--- src/rtl/pm_pkg.sv ---
package pm_pkg;

    typedef enum logic [1:0] {
        ACC_FETCH = 2'd0,
        ACC_READ  = 2'd1,
        ACC_WRITE = 2'd2,
        ACC_RSVD  = 2'd3
    } acc_kind_e;

    typedef enum logic [1:0] {
        RGN_RAM    = 2'd0,
        RGN_ROMDRM = 2'd1,
        RGN_ROM    = 2'd2,
        RGN_EXT    = 2'd3
    } region_e;

    // access class used for page-hit comparison
    typedef enum logic [1:0] {
        CLS_FETCH = 2'd0,
        CLS_READ  = 2'd1,
        CLS_WRITE = 2'd2
    } acc_class_e;

    function automatic acc_class_e kind_to_class(input logic [1:0] kind);
        case (kind)
            ACC_FETCH: kind_to_class = CLS_FETCH;
            ACC_READ:  kind_to_class = CLS_READ;
            default:   kind_to_class = CLS_WRITE;
        endcase
    endfunction

    function automatic logic region_paged(input logic [1:0] rgn);
        region_paged = (rgn == RGN_RAM) || (rgn == RGN_ROMDRM);
    endfunction

endpackage

--- src/rtl/pm_page_track.sv ---
module pm_page_track
    import pm_pkg::*;
#(
    parameter int PAGE_W = 8
) (
    input  logic              clk,
    input  logic              rst_n,
    input  logic              upd,
    input  logic [1:0]        kind,
    input  logic [PAGE_W-1:0] page,
    input  logic [1:0]        region,
    input  logic              force_break,
    output logic              hit
);

    typedef struct packed {
        logic              valid;
        logic [PAGE_W-1:0] page;
        acc_class_e        cls;
    } track_t;

    track_t st_d, st_q;
    acc_class_e cur_cls;

    always_comb begin
        cur_cls = kind_to_class(kind);
        hit     = st_q.valid && (st_q.page == page) && (st_q.cls == cur_cls)
                  && !force_break;
        st_d    = st_q;
        if (upd) begin
            case (region)
                RGN_RAM, RGN_ROMDRM: begin
                    st_d.valid = 1'b1;
                    st_d.page  = page;
                    st_d.cls   = cur_cls;
                end
                RGN_EXT: begin
                    st_d.valid = 1'b0;
                end
                default: begin
                    // internal ROM: open page untouched
                end
            endcase
        end
    end

    always_ff @(posedge clk) begin
        if (!rst_n) begin
            st_q <= '{valid: 1'b0, page: '0, cls: CLS_FETCH};
        end else begin
            st_q <= st_d;
        end
    end


    ext_closes_page_chk: assert property (@(posedge clk) disable iff (!rst_n)
        (upd && region == RGN_EXT) |=> !st_q.valid);


    rom_keeps_state_chk: assert property (@(posedge clk) disable iff (!rst_n)
        (upd && region == RGN_ROM) |=> (st_q == $past(st_q)));

endmodule

--- src/rtl/pm_cost_calc.sv ---
module pm_cost_calc
    import pm_pkg::*;
#(
    parameter int ROM_CYC = 3,
    parameter int EXT_CYC = 5,
    parameter int CNT_W   = 4
) (
    input  logic             hit,
    input  logic [1:0]       region,
    input  logic             extra,
    output logic [CNT_W-1:0] cost
);

    logic [CNT_W-1:0] base;

    always_comb begin
        case (region)
            RGN_ROM: base = CNT_W'(ROM_CYC);
            RGN_EXT: base = CNT_W'(EXT_CYC);
            default: base = hit ? CNT_W'(1) : CNT_W'(2);
        endcase
        cost = base + (extra ? CNT_W'(1) : CNT_W'(0));
    end

endmodule

--- src/rtl/pm_cycle_seq.sv ---
module pm_cycle_seq #(
    parameter int CNT_W = 4
) (
    input  logic             clk,
    input  logic             rst_n,
    input  logic             load,
    input  logic [CNT_W-1:0] cost,
    input  logic             extra,
    output logic             busy,
    output logic             done,
    output logic             xfer
);

    typedef struct packed {
        logic [CNT_W-1:0] cnt;
        logic             idle;
    } seq_t;

    seq_t st_d, st_q;

    always_comb begin
        st_d = st_q;
        if (load) begin
            st_d.cnt  = cost;
            st_d.idle = extra;
        end else if (st_q.cnt != '0) begin
            st_d.cnt  = st_q.cnt - CNT_W'(1);
            st_d.idle = 1'b0;
        end
        busy = (st_q.cnt != '0);
        done = (st_q.cnt == CNT_W'(1));
        xfer = busy && !st_q.idle;
    end

    always_ff @(posedge clk) begin
        if (!rst_n) begin
            st_q <= '{cnt: '0, idle: 1'b0};
        end else begin
            st_q <= st_d;
        end
    end


    done_single_chk: assert property (@(posedge clk) disable iff (!rst_n)
        done |=> !done);


    busy_holds_chk: assert property (@(posedge clk) disable iff (!rst_n)
        (busy && !done) |=> busy);


    idle_first_chk: assert property (@(posedge clk) disable iff (!rst_n)
        (busy && !xfer) |=> xfer);

endmodule

--- src/rtl/pm_access_timer.sv ---
module pm_access_timer
    import pm_pkg::*;
#(
    parameter int ADDR_W  = 16,
    parameter int PAGE_W  = 8,
    parameter int ROM_CYC = 3,
    parameter int EXT_CYC = 5
) (
    input  logic              clk,
    input  logic              rst_n,
    input  logic              req_valid,
    input  logic [1:0]        req_kind,
    input  logic [ADDR_W-1:0] req_addr,
    input  logic [1:0]        req_region,
    input  logic              req_extra,
    input  logic              force_break,
    output logic              busy,
    output logic              done,
    output logic              xfer
);

    localparam int MAX_FIX = (ROM_CYC > EXT_CYC) ? ROM_CYC : EXT_CYC;
    localparam int MAX_CYC = ((MAX_FIX > 2) ? MAX_FIX : 2) + 1;
    localparam int CNT_W   = $clog2(MAX_CYC + 1);

    logic             accept;
    logic             hit;
    logic [CNT_W-1:0] cost;

    assign accept = req_valid && !busy;

    pm_page_track #(.PAGE_W(PAGE_W)) u_track (
        .clk         (clk),
        .rst_n       (rst_n),
        .upd         (accept),
        .kind        (req_kind),
        .page        (req_addr[ADDR_W-1 -: PAGE_W]),
        .region      (req_region),
        .force_break (force_break),
        .hit         (hit)
    );

    pm_cost_calc #(
        .ROM_CYC (ROM_CYC),
        .EXT_CYC (EXT_CYC),
        .CNT_W   (CNT_W)
    ) u_cost (
        .hit    (hit),
        .region (req_region),
        .extra  (req_extra),
        .cost   (cost)
    );

    pm_cycle_seq #(.CNT_W(CNT_W)) u_seq (
        .clk   (clk),
        .rst_n (rst_n),
        .load  (accept),
        .cost  (cost),
        .extra (req_extra),
        .busy  (busy),
        .done  (done),
        .xfer  (xfer)
    );


    paged_cost_range_chk: assert property (@(posedge clk) disable iff (!rst_n)
        (accept && region_paged(req_region) && !req_extra)
            |-> (cost == CNT_W'(1) || cost == CNT_W'(2)));


    forced_break_chk: assert property (@(posedge clk) disable iff (!rst_n)
        (accept && region_paged(req_region) && force_break) |-> !hit);


    xfer_in_busy_chk: assert property (@(posedge clk) disable iff (!rst_n)
        xfer |-> busy);

endmodule

--- config.mk ---
export PLATFORM = sky130hd
export DESIGN_NAME = pm_access_timer
export DESIGN_NICKNAME = d
export VERILOG_FILES = /design/src/rtl/pm_pkg.sv /design/src/rtl/pm_page_track.sv /design/src/rtl/pm_cost_calc.sv /design/src/rtl/pm_cycle_seq.sv /design/src/rtl/pm_access_timer.sv
export SDC_FILE = /design/constraint.sdc
export NUM_CORES = 1
export LEC_CHECK = 0
export BUFFER_PORTS_ARGS = -buffer_cell sky130_fd_sc_hd__buf_4
export CORE_MARGIN = 2
export CORE_UTILIZATION = 45
export CTS_CLUSTER_SIZE = 12
export DETAILED_ROUTE_END_ITERATION = 6
export HOLD_SLACK_MARGIN = 0.03
export PLACE_DENSITY = 0.83
export REMOVE_ABC_BUFFERS = 1
export SLEW_MARGIN = 20
export SYNTH_ARGS = -nofsm -noshare
export SYNTH_HDL_FRONTEND = slang
export SYNTH_SLANG_ARGS = --single-unit
export TNS_END_PERCENT = 50
--- constraint.sdc ---
create_clock -name clk -period 1.5 [get_ports clk]
set_input_delay 0.15 -clock clk [delete_from_list [all_inputs] [get_ports clk]]
set_output_delay 0.15 -clock clk [all_outputs]
set_load 0.05 [all_outputs]
==> results.ini <==
[cts]
cts_tree=yes
htree_levels=1
ctsHoldBuffers=0
insertion_delay_ns=0.29
clock-sinks=15
cts_max_path_buffers=2
path_clk_slew_ns=0.10
cts_buffers=3
root_buffer=clkbuf_4

[layout]
diodes=0
layout_common_cells=buf_4, nand2_1, a21boi_2
drive_gt1_share_pct=51.1
fill_cells=152
final_common_cell=buf_4
area_delta_synth_final_pct=38.2
final_nets=164
layoutNonFillerInstCount=160

[global_routing]
grt_max_degree=16
antenna_found_initial=0
grt_util_all_layers_pct=19.6
grt_pass1_vias=823
grt_overflow=0
grt_pass1_wl_mm=3.55

[outcome]
violations=setup timing
status=finished with violations

[timing]
clock_skew_ns=0.0133
final.min_clock_period_ns=1.84
setup_viol_count_final=11
finalHoldViolCount=0
slew-limit-headroom_pct=80.1
drv_slew=0
rsz0062_at_grt=yes
fmaxAchievable_mhz=545
worst_slew_pin_slew_ns=0.296
finalCritPeriodShare_pct=122
setup_ws_ns=-0.335
fin_setup_tns_ns=-1.04

[floorplanning]
ios=28
die_x_um=49.1
die_area_mm2=0.00241
num_rows=16
coreArea_mm2=0.00194
die_h_um=49.1
start_util_pct=47.0

[power]
ir_worst_vdd_v=0.00102
finalPower_mw=1.90
p_leak_nw=0.540
power.density_mw_per_mm2=1510

[critical_path]
rrSetupSlack_ns=-0.34
crit_chain=xor2_1, nor4_1, nand4_1, nand2b_1, ha_4, ha_4, nand2_2, o211ai_1, and3_1
start_kind=flop
startpoint=u_track.st_q[8]
slowest_delay_ns=0.33
cp-end-kind=flop
slowest_stage=dfxtp_2
critPathRequiredTime_ns=1.70
cp_max_fo=2
worstRegToRegCells=9
crit_end=u_seq.st_q[2]
critPathArrivalTime_ns=2.03
r2r_start=u_track.st_q[8]
r2r_end=u_seq.st_q[2]
worstSetupPathType=flop to flop
crit_top_cell=ha_4

[synth]
syn_inst=102
yosysWarnings=0
yosysTopAreaCellShare_pct=32.9
syn_area_per_cell_um2=8.95
ys_types=28
synth_seq_cells=15
yosysTopAreaCell=dfxtp_1
ys_seq_area_share_pct=32.9
synth.area.top_cells=dfxtp_1, a21boi_2, nand2_1
netlist_area_um2=913

[placed_design]
numPortBuffers=19
placedCellCount=153
gp_congestion=0.815
hpwlAfterDp_mm=1.42
dp_slack_ns=-0.350

[run]
maxCapViolCount=0

[detailed_routing]
drtPass1Iterations=4
drtIter0Drc=8
wl_per_cell_um=12.5
routed_via_density=4.77
ant_nets=0
drc=0
drt-total-wl_mm=1.99
via_count=763

[min_path]
hold_path.class=input pin to flop

cells in the mapped netlist:
cell,instances
o21a_1,1
a21boi_2,10
nand2_2,2
inv_1,3
nor3b_4,1
nor4_1,2
dfxtp_1,15
buf_6,3
o21ai_0,1
nand3_1,3
nand3b_2,1
clkbuf_1,1
nor2b_1,3
a21oi_1,3
nand2_1,25
o211ai_1,1
nand4_1,1
inv_6,1
nor2b_2,1
and3_1,2
xor2_1,9
nor2_1,2
mux2i_1,1
nand2b_1,1
xnor2_1,2
ha_1,5
and2b_1,1
nor3b_1,1
what timing repair did:
item,CTS,global route
resized for setup,16,13
hold endpoints to repair,0,0
pin swaps,8,11
endpoints found under the setup margin,15,17
setup buffers,2,1
worst min-delay path by stage:
stage / from / end / slack (ns) / depth (start not counted)
global placement: req_kind[1] / u_track.st_q[1] / 0.41 / 3
detailed placement: req_kind[1] / u_track.st_q[1] / 0.42 / 3
CTS: req_kind[1] / u_track.st_q[1] / 0.11 / 3
floorplan: rst_n / u_seq.st_q[0] / 0.26 / 2
finish: req_kind[1] / u_track.st_q[1] / 0.11 / 3
global route: req_addr[8] / u_track.st_q[2] / 0.11 / 3
sequential cells by signal (all words and copies together), names as in the netlist:
signal        count
u_seq.st_q        4
u_track.st_q     11
where the power goes:
part | leakage (nW) | switching [mW] | internal (mW)
Sequential | 0.125 | 0.0556 | 0.476
Combinational | 0.400 | 0.592 | 0.538
Clock | 0.0150 | 0.135 | 0.103
Total | 0.540 | 0.783 | 1.12
through the flow:
stage | cell area, um2 | hold WS [ns] | util [%]
after global routing | 1260 | 0.107 | 65.0
after detailed placement | 1120 | 0.421 | 57.7
final | 1260 | 0.107 | 65.0
after CTS | 1230 | 0.107 | 63.2
after global placement | 1120 | 0.414 | 57.7
after floorplan | 876 | 0.264 | -
cell type report:
cell class              count  area, um2  share of cell area (%)
clock buffers               4       26.3                    2.08
inverters                   4       20.0                    1.59
repair buffers             31        259                    20.5
flip-flops and latches     15        309                    24.5
well taps                  27       33.8                    2.68
multi-input cells          79        614                    48.7
logic make-up after synthesis:
family	synth area share [%]
compound gates	16.2
xor+xnor	10.5
fa+ha+maj	6.85
buf+inv	6.30
flops	32.9
mux	1.10
simple gates	26.2
worst max-delay path: cells and delay by family (launching register included):
kind            cells  cell delay, ns
compound gates      1            0.07
fa+ha+maj           2            0.34
xor+xnor            1            0.13
flops               1            0.33
simple gates        5            0.89
layer usage:
metal  global-route usage, %  share of wire, %
met1                    21.6                43
met2                    35.6                52
met3                    2.76               2.6
met4                    11.4               2.3
met5                       0                 0
Power figures use the tool's default switching activity.
